### src/rtl/arw_pkg.sv
package arw_pkg;
  typedef enum logic [1:0] {
    LOC_CFG  = 2'd0,
    LOC_STA  = 2'd1,
    LOC_FLT  = 2'd2,
    LOC_NONE = 2'd3
  } loc_e;

  typedef enum logic [1:0] {
    WIN_IDLE = 2'd0,
    WIN_STA  = 2'd1,
    WIN_FLT  = 2'd2
  } win_e;

  localparam int CHG_BIT = 7;
  localparam int STA_BIT = 2;
  localparam int FLT_BIT = 1;
endpackage

### src/rtl/arw_decode.sv
module arw_decode
  import arw_pkg::*;
(
  input  logic       acc_valid,
  input  logic [1:0] acc_loc,
  input  logic       acc_write,
  input  win_e       win,
  output logic       ack,
  output logic       cfg_wr,
  output logic       data_hit,
  output logic       rd_en
);
  logic sta_ok, flt_ok, cfg_hit;

  always_comb begin
    cfg_hit  = acc_valid && (acc_loc == LOC_CFG);
    sta_ok   = acc_valid && (acc_loc == LOC_STA) && (win == WIN_STA);
    flt_ok   = acc_valid && (acc_loc == LOC_FLT) && (win == WIN_FLT);
    data_hit = sta_ok || flt_ok;
    ack      = cfg_hit || data_hit;
    cfg_wr   = cfg_hit && acc_write;
    rd_en    = ack && !acc_write;
  end
endmodule

### src/rtl/arw_ptr_ctrl.sv
module arw_ptr_ctrl
  import arw_pkg::*;
#(
  parameter int STA_LEN = 6,
  parameter int FLT_LEN = 8,
  localparam int MAX_LEN = (STA_LEN > FLT_LEN) ? STA_LEN : FLT_LEN,
  localparam int PTR_W = (MAX_LEN > 1) ? $clog2(MAX_LEN) : 1
) (
  input  logic             clk,
  input  logic             rst_n,
  input  logic             cfg_wr,
  input  logic             cfg_chg_in,
  input  logic             cfg_sta_in,
  input  logic             cfg_flt_in,
  input  logic             data_hit,
  output win_e             win,
  output logic [PTR_W-1:0] ptr,
  output logic             chg
);
  logic [PTR_W-1:0] last_idx;

  always_comb begin
    last_idx = (win == WIN_FLT) ? PTR_W'(FLT_LEN - 1) : PTR_W'(STA_LEN - 1);
  end

  always_ff @(posedge clk) begin
    if (!rst_n) begin
      win <= WIN_IDLE;
      ptr <= '0;
      chg <= 1'b0;
    end else if (cfg_wr) begin
      chg <= cfg_chg_in;
      ptr <= '0;
      if (cfg_flt_in)      win <= WIN_FLT;
      else if (cfg_sta_in) win <= WIN_STA;
      else                 win <= WIN_IDLE;
    end else if (data_hit) begin
      if (ptr == last_idx) begin
        win <= WIN_IDLE;
        ptr <= '0;
      end else begin
        ptr <= ptr + 1'b1;
      end
    end
  end
endmodule

### src/rtl/arw_ram.sv
module arw_ram #(
  parameter int DEPTH = 14,
  parameter int DW = 8,
  localparam int AW = (DEPTH > 1) ? $clog2(DEPTH) : 1
) (
  input  logic          clk,
  input  logic          rst_n,
  input  logic          we,
  input  logic [AW-1:0] addr,
  input  logic [DW-1:0] wdata,
  output logic [DW-1:0] rdata
);
  logic [DW-1:0] mem [DEPTH];

  always_ff @(posedge clk) begin
    if (!rst_n) begin
      for (int i = 0; i < DEPTH; i++) mem[i] <= '0;
    end else if (we) begin
      mem[addr] <= wdata;
    end
  end

  assign rdata = mem[addr];
endmodule

### src/rtl/addr_ram_window.sv
module addr_ram_window
  import arw_pkg::*;
#(
  parameter int STA_LEN = 6,
  parameter int FLT_LEN = 8,
  localparam int DEPTH = STA_LEN + FLT_LEN,
  localparam int AW = $clog2(DEPTH),
  localparam int MAX_LEN = (STA_LEN > FLT_LEN) ? STA_LEN : FLT_LEN,
  localparam int PTR_W = (MAX_LEN > 1) ? $clog2(MAX_LEN) : 1
) (
  input  logic       clk,
  input  logic       rst_n,
  input  logic       acc_valid,
  input  logic [1:0] acc_loc,
  input  logic       acc_write,
  input  logic [7:0] acc_wdata,
  output logic       acc_ack,
  output logic [7:0] acc_rdata
);
  win_e             win;
  logic [PTR_W-1:0] ptr;
  logic             chg;
  logic             cfg_wr, data_hit, rd_en;
  logic [AW-1:0]    ram_addr;
  logic [7:0]       ram_q, cfg_q;

  arw_decode u_dec (
    .acc_valid(acc_valid), .acc_loc(acc_loc), .acc_write(acc_write),
    .win(win), .ack(acc_ack), .cfg_wr(cfg_wr), .data_hit(data_hit),
    .rd_en(rd_en)
  );

  arw_ptr_ctrl #(.STA_LEN(STA_LEN), .FLT_LEN(FLT_LEN)) u_ptr (
    .clk(clk), .rst_n(rst_n), .cfg_wr(cfg_wr),
    .cfg_chg_in(acc_wdata[CHG_BIT]), .cfg_sta_in(acc_wdata[STA_BIT]),
    .cfg_flt_in(acc_wdata[FLT_BIT]), .data_hit(data_hit),
    .win(win), .ptr(ptr), .chg(chg)
  );

  always_comb begin
    ram_addr = (win == WIN_FLT) ? AW'(STA_LEN) + AW'(ptr) : AW'(ptr);
    cfg_q = '0;
    cfg_q[CHG_BIT] = chg;
    cfg_q[STA_BIT] = (win == WIN_STA);
    cfg_q[FLT_BIT] = (win == WIN_FLT);
  end

  arw_ram #(.DEPTH(DEPTH), .DW(8)) u_ram (
    .clk(clk), .rst_n(rst_n), .we(data_hit && acc_write),
    .addr(ram_addr), .wdata(acc_wdata), .rdata(ram_q)
  );

  always_comb begin
    if (!rd_en)                   acc_rdata = '0;
    else if (acc_loc == LOC_CFG)  acc_rdata = cfg_q;
    else                          acc_rdata = ram_q;
  end
endmodule

### config.mk
export PLATFORM = sky130hd
export DESIGN_NAME = addr_ram_window
export DESIGN_NICKNAME = d
export VERILOG_FILES = /design/src/rtl/arw_pkg.sv /design/src/rtl/arw_decode.sv /design/src/rtl/arw_ptr_ctrl.sv /design/src/rtl/arw_ram.sv /design/src/rtl/addr_ram_window.sv
export SDC_FILE = /design/constraint.sdc
export NUM_CORES = 1
export LEC_CHECK = 0
export CAP_MARGIN = 20
export CORE_ASPECT_RATIO = 1.2
export CORE_MARGIN = 5
export CORE_UTILIZATION = 55
export CTS_BUF_LIST = sky130_fd_sc_hd__clkbuf_4
export DETAILED_ROUTE_END_ITERATION = 8
export PLACE_DENSITY = 0.73
export SLEW_MARGIN = 10
export SYNTH_ARGS = -nofsm -noshare
export SYNTH_HDL_FRONTEND = slang
export SYNTH_SLANG_ARGS = --single-unit
### constraint.sdc
create_clock -name clk -period 6.2 [get_ports clk]
set_input_delay 0.93 -clock clk [delete_from_list [all_inputs] [get_ports clk]]
set_output_delay 0.93 -clock clk [all_outputs]
set_load 0.05 [all_outputs]
==> results.md <==
- Setup repair after global routing left no endpoint under its margin.
- For this block, the via count after detailed routing is 4,044.
- The cell leakage power is 2.55 nW.
- In this run the core area contains 43 standard-cell rows.
- The first-pass GRT wire length is 23,200 µm.
- In this run, synthesis produced a sequential element count of 134.
- The H-tree was split into 4 levels.
- The pin slew with the least headroom to its limit is 1.13 ns.
- TritonCTS built the clock tree.
- Counting every net in the synthesized netlist gives 507.
- Wires add up to 15,000 µm.
- The required time of the worst setup path is 5.27 ns.
- The largest fanout of any net on the critical path is 15.
- The count of nets left with antenna violations once routing finished came out at 0.
- The end point of the worst hold path is u_ptr.chg$_SDFFE_PN0P_.
- The number of instances on the worst hold path is 2.
- The top cell type by total area after synthesis is edfxtp_1.
- The cell count after synthesis came out at 491.
- The full die area is 14,300 µm².
- 23 I/O pins were placed.
- The initial utilization of the core area, before any placement, comes to 56.6%.
- The final cycle utilization of the critical path is 87.7%.
- After synthesis, the mean cell area works out to 13.5 µm².
- Grouping stages by cell kind, the critical path spends the most delay in buffers and inverters.
- The type of element launching the critical path is a flop.
- The end of the worst register-to-register path is u_ram.mem[7][4]$_SDFFCE_PN0P_.
- The length of the first detailed-routing pass in iterations is 5.
- The worst hold path class is flop to flop.
- The post-route netlist has 17.0% of its cells at a drive strength greater than 1.
- Clock latency on the worst-skew pair, taken at its later pin, is 0.53 ns.
- The buffers plus inverters on the worst setup path is 2.
- The run finished with clean final reports.
- The average detailed-routed wire length per instance is 22.0 µm.
- The congestion estimate from routability-driven global placement came to 0.850.
- The count of endpoints failing hold in the final timing report came to 0.
- The maximum clock frequency is 184 MHz.
- Across every metal layer, demand over resource in global routing totals 22.6%.
- Yosys mapped a number of flops with a built-in enable equal to 128.
- The violation count after the first detailed-routing iteration is 393.
- The count of port buffers added during placement is 22.
- The TritonCTS sink count is 134.
- By count the netlist is led by edfxtp_1, and2_1, nor2_1.
- For this run, the number of standard cells in the final layout without fillers is 681.
- The post-detailed-route via-to-cell ratio is 5.94.
- The total half-perimeter wirelength after legalization and detailed placement is 10,000 µm.
- The fraction of the yosys area taken by sequential cells is 60.0%.
- The clock buffer count from CTS is 17.
- The area of the mapped netlist is 6610 µm².
- In this run the post-CTS setup repair buffer count came out at 0.
- The signal on the critical path passes through inv_2, ha_1, and4bb_2, a21oi_2, or2_2, o22ai_1, nor4_2, clkdlybuf4s50_1.
- The floorplan step defined a core boundary enclosing 11,700 µm².
- The worst setup path is captured at an output port.
- The final clock skew is 0.0129 ns.
- Measured in cells, the most critical reg-to-reg path has a length of 5.
- The start point of the worst hold path is u_ptr.chg$_SDFFE_PN0P_.
- The die is 130 µm tall.
- The beginning of the critical path is u_ptr.ptr[1]$_SDFFE_PP0P_.
- The largest single stage delay on the critical path is 0.86 ns.
- The layout-stage area growth over the synthesis result is 9.92%.
- The final max-slew violation count was 0.
- Clock tree synthesis selected as its root buffer the cell clkbuf_4.
- For the finished layout, the period the worst path requires is 5.43 ns.
- The top flip-flop cell by instance count after synthesis is edfxtp_1.
- The via count of the first global-routing pass was 4,020.
- The count of unique library cells instantiated by Yosys is 54.
- Measured on the finished design, the core utilization comes to 62.2%.
- Once placement completed, the tool counted placed cells totaling 647.
- Entering global routing, the biggest net connects 48 pins.
- The floorplan die width is 110 µm.
- The internal reg-to-reg setup slack is 2.88 ns.
- The type of the setup path with the least slack is flop to output port.
- The max-cap check violation count is 0.
- The count of hold-fix buffers inserted at cts is 0.
- In this run the power density over the cells is 245 nW/µm².
- The final number of setup-violating endpoints is 0.
- The relative slew slack is 24.3%.
- The async set-or-reset flop fraction in the synthesized netlist is 0%.
- By area the synthesized netlist is led by edfxtp_1, and2_1, mux4_2.
- For this design, the slowest cell found on the critical path is clkdlybuf4s50_1.
- The total overflow left after global routing is 0.
- The initial antenna violation count came to 1.
- The count of unresolved DRC violations after routing is 0.
- edfxtp_1 is the most common cell in the netlist.
- In this run the deepest clock path goes through 2 buffers.
- The total number of yosys warnings is 0.
- The startpoint identified for the worst register-to-register timing path is u_ptr.ptr[1]$_SDFFE_PP0P_.
- Data on the critical path arrives at its endpoint at 4.50 ns.
- VDD sags by at most 0.0973 mV.
- The final net count is 527.
- The share of Yosys cell area claimed by the top area cell type is 58.2%.
- The clock transition at the register clock pins on the worst setup and hold paths after CTS is 0.12 ns.
- The number of gates given a new drive strength after cts is 0.
- For the final routed database, the setup TNS stands at 0 ns.
## layout make-up
cell class                 count  area, µm²
sequential                   134       3970
tap                          157        196
clock inverter                14        209
inverter                       3       11.3
antenna                        1       2.50
clock buffer                  17        128
fill                         882       4410
multi-input combinational    322       2450
timing repair buffer          33        298
## power breakdown
part | internal, mW | switching (mW) | total, mW | leakage, nW
clock network | 0.356 | 0.319 | 0.675 | 0.172
logic | 0.0265 | 0.0543 | 0.0808 | 1.03
registers | 1.01 | 0.00826 | 1.02 | 1.35
## cells in the final DEF, fill, tap and decap left out, drive strengths merged, types with 7 or more instances in the layout
master         synthesis  routed
clkinv                 0       7
nor3b                  9       9
nor2                  33      33
clkbuf                13      17
nand2b                 7       7
mux2i                 10      10
mux4                  10      10
o21ai                 17      17
nor4                  11      11
and2                 113     113
mux2                  19      19
buf                   19      11
nand3                 11      11
edfxtp               128     128
clkdlybuf4s50          0      22
nand2                 16      16
## stage by stage
stage               total power [mW]  area [µm²]  setup WS (ns)  hold slack, ns
floorplan                       1.08        6610           2.55           0.444
global placement                1.12        6910           1.48           0.462
detailed placement              1.12        6910           1.34           0.479
CTS                             1.78        7250          0.708           0.496
global route                    1.83        7260          0.497           0.508
finish                          1.78        7260          0.765           0.486
## worst reg2reg max path, stage by stage, from the launching register on
cell	delay (ns)
dfxtp_1	0.79
inv_2	0.19
ha_1	0.43
and4bb_2	0.27
a21oi_2	0.71
o21ai_1	0.55
## kinds of logic (layout without fill, tap and decap cells)
kind of cell / Yosys count / after routing / synth area share (%)
other: 0 / 1 / 0
multiplexers: 39 / 39 / 8.16
AO/OA/AOI/OAI: 54 / 54 / 5.70
XOR/XNOR: 4 / 4 / 0.928
AND/OR/NAND/NOR: 223 / 223 / 22.0
buffers and inverters: 35 / 67 / 2.88
flip-flops: 134 / 134 / 60.0
adder cells (fa/ha/maj): 2 / 2 / 0.379
## layer usage
layer	global-route usage, %	wire length, µm	share of wire, %
met5	0	0	0
met4	9.39	446	3.0
met3	4.90	891	5.9
met2	36.1	7450	50
met1	30.2	6230	41
## flip-flops by register name, summed over array words and instances (netlist names)
signal	count
u_ptr.ptr	3
u_ram.mem	128
u_ptr.chg	1
u_ptr.win	2
## worst max-delay path by stage
stage,cells past startpoint,end,slack (ns)
after floorplan,5,acc_rdata[0],2.55
after global placement,8,acc_rdata[5],1.48
after detailed placement,8,acc_rdata[3],1.34
after CTS,8,acc_rdata[3],0.71
after global routing,8,acc_rdata[3],0.50
final,8,acc_rdata[3],0.77
(Power assumes the default switching activity.)
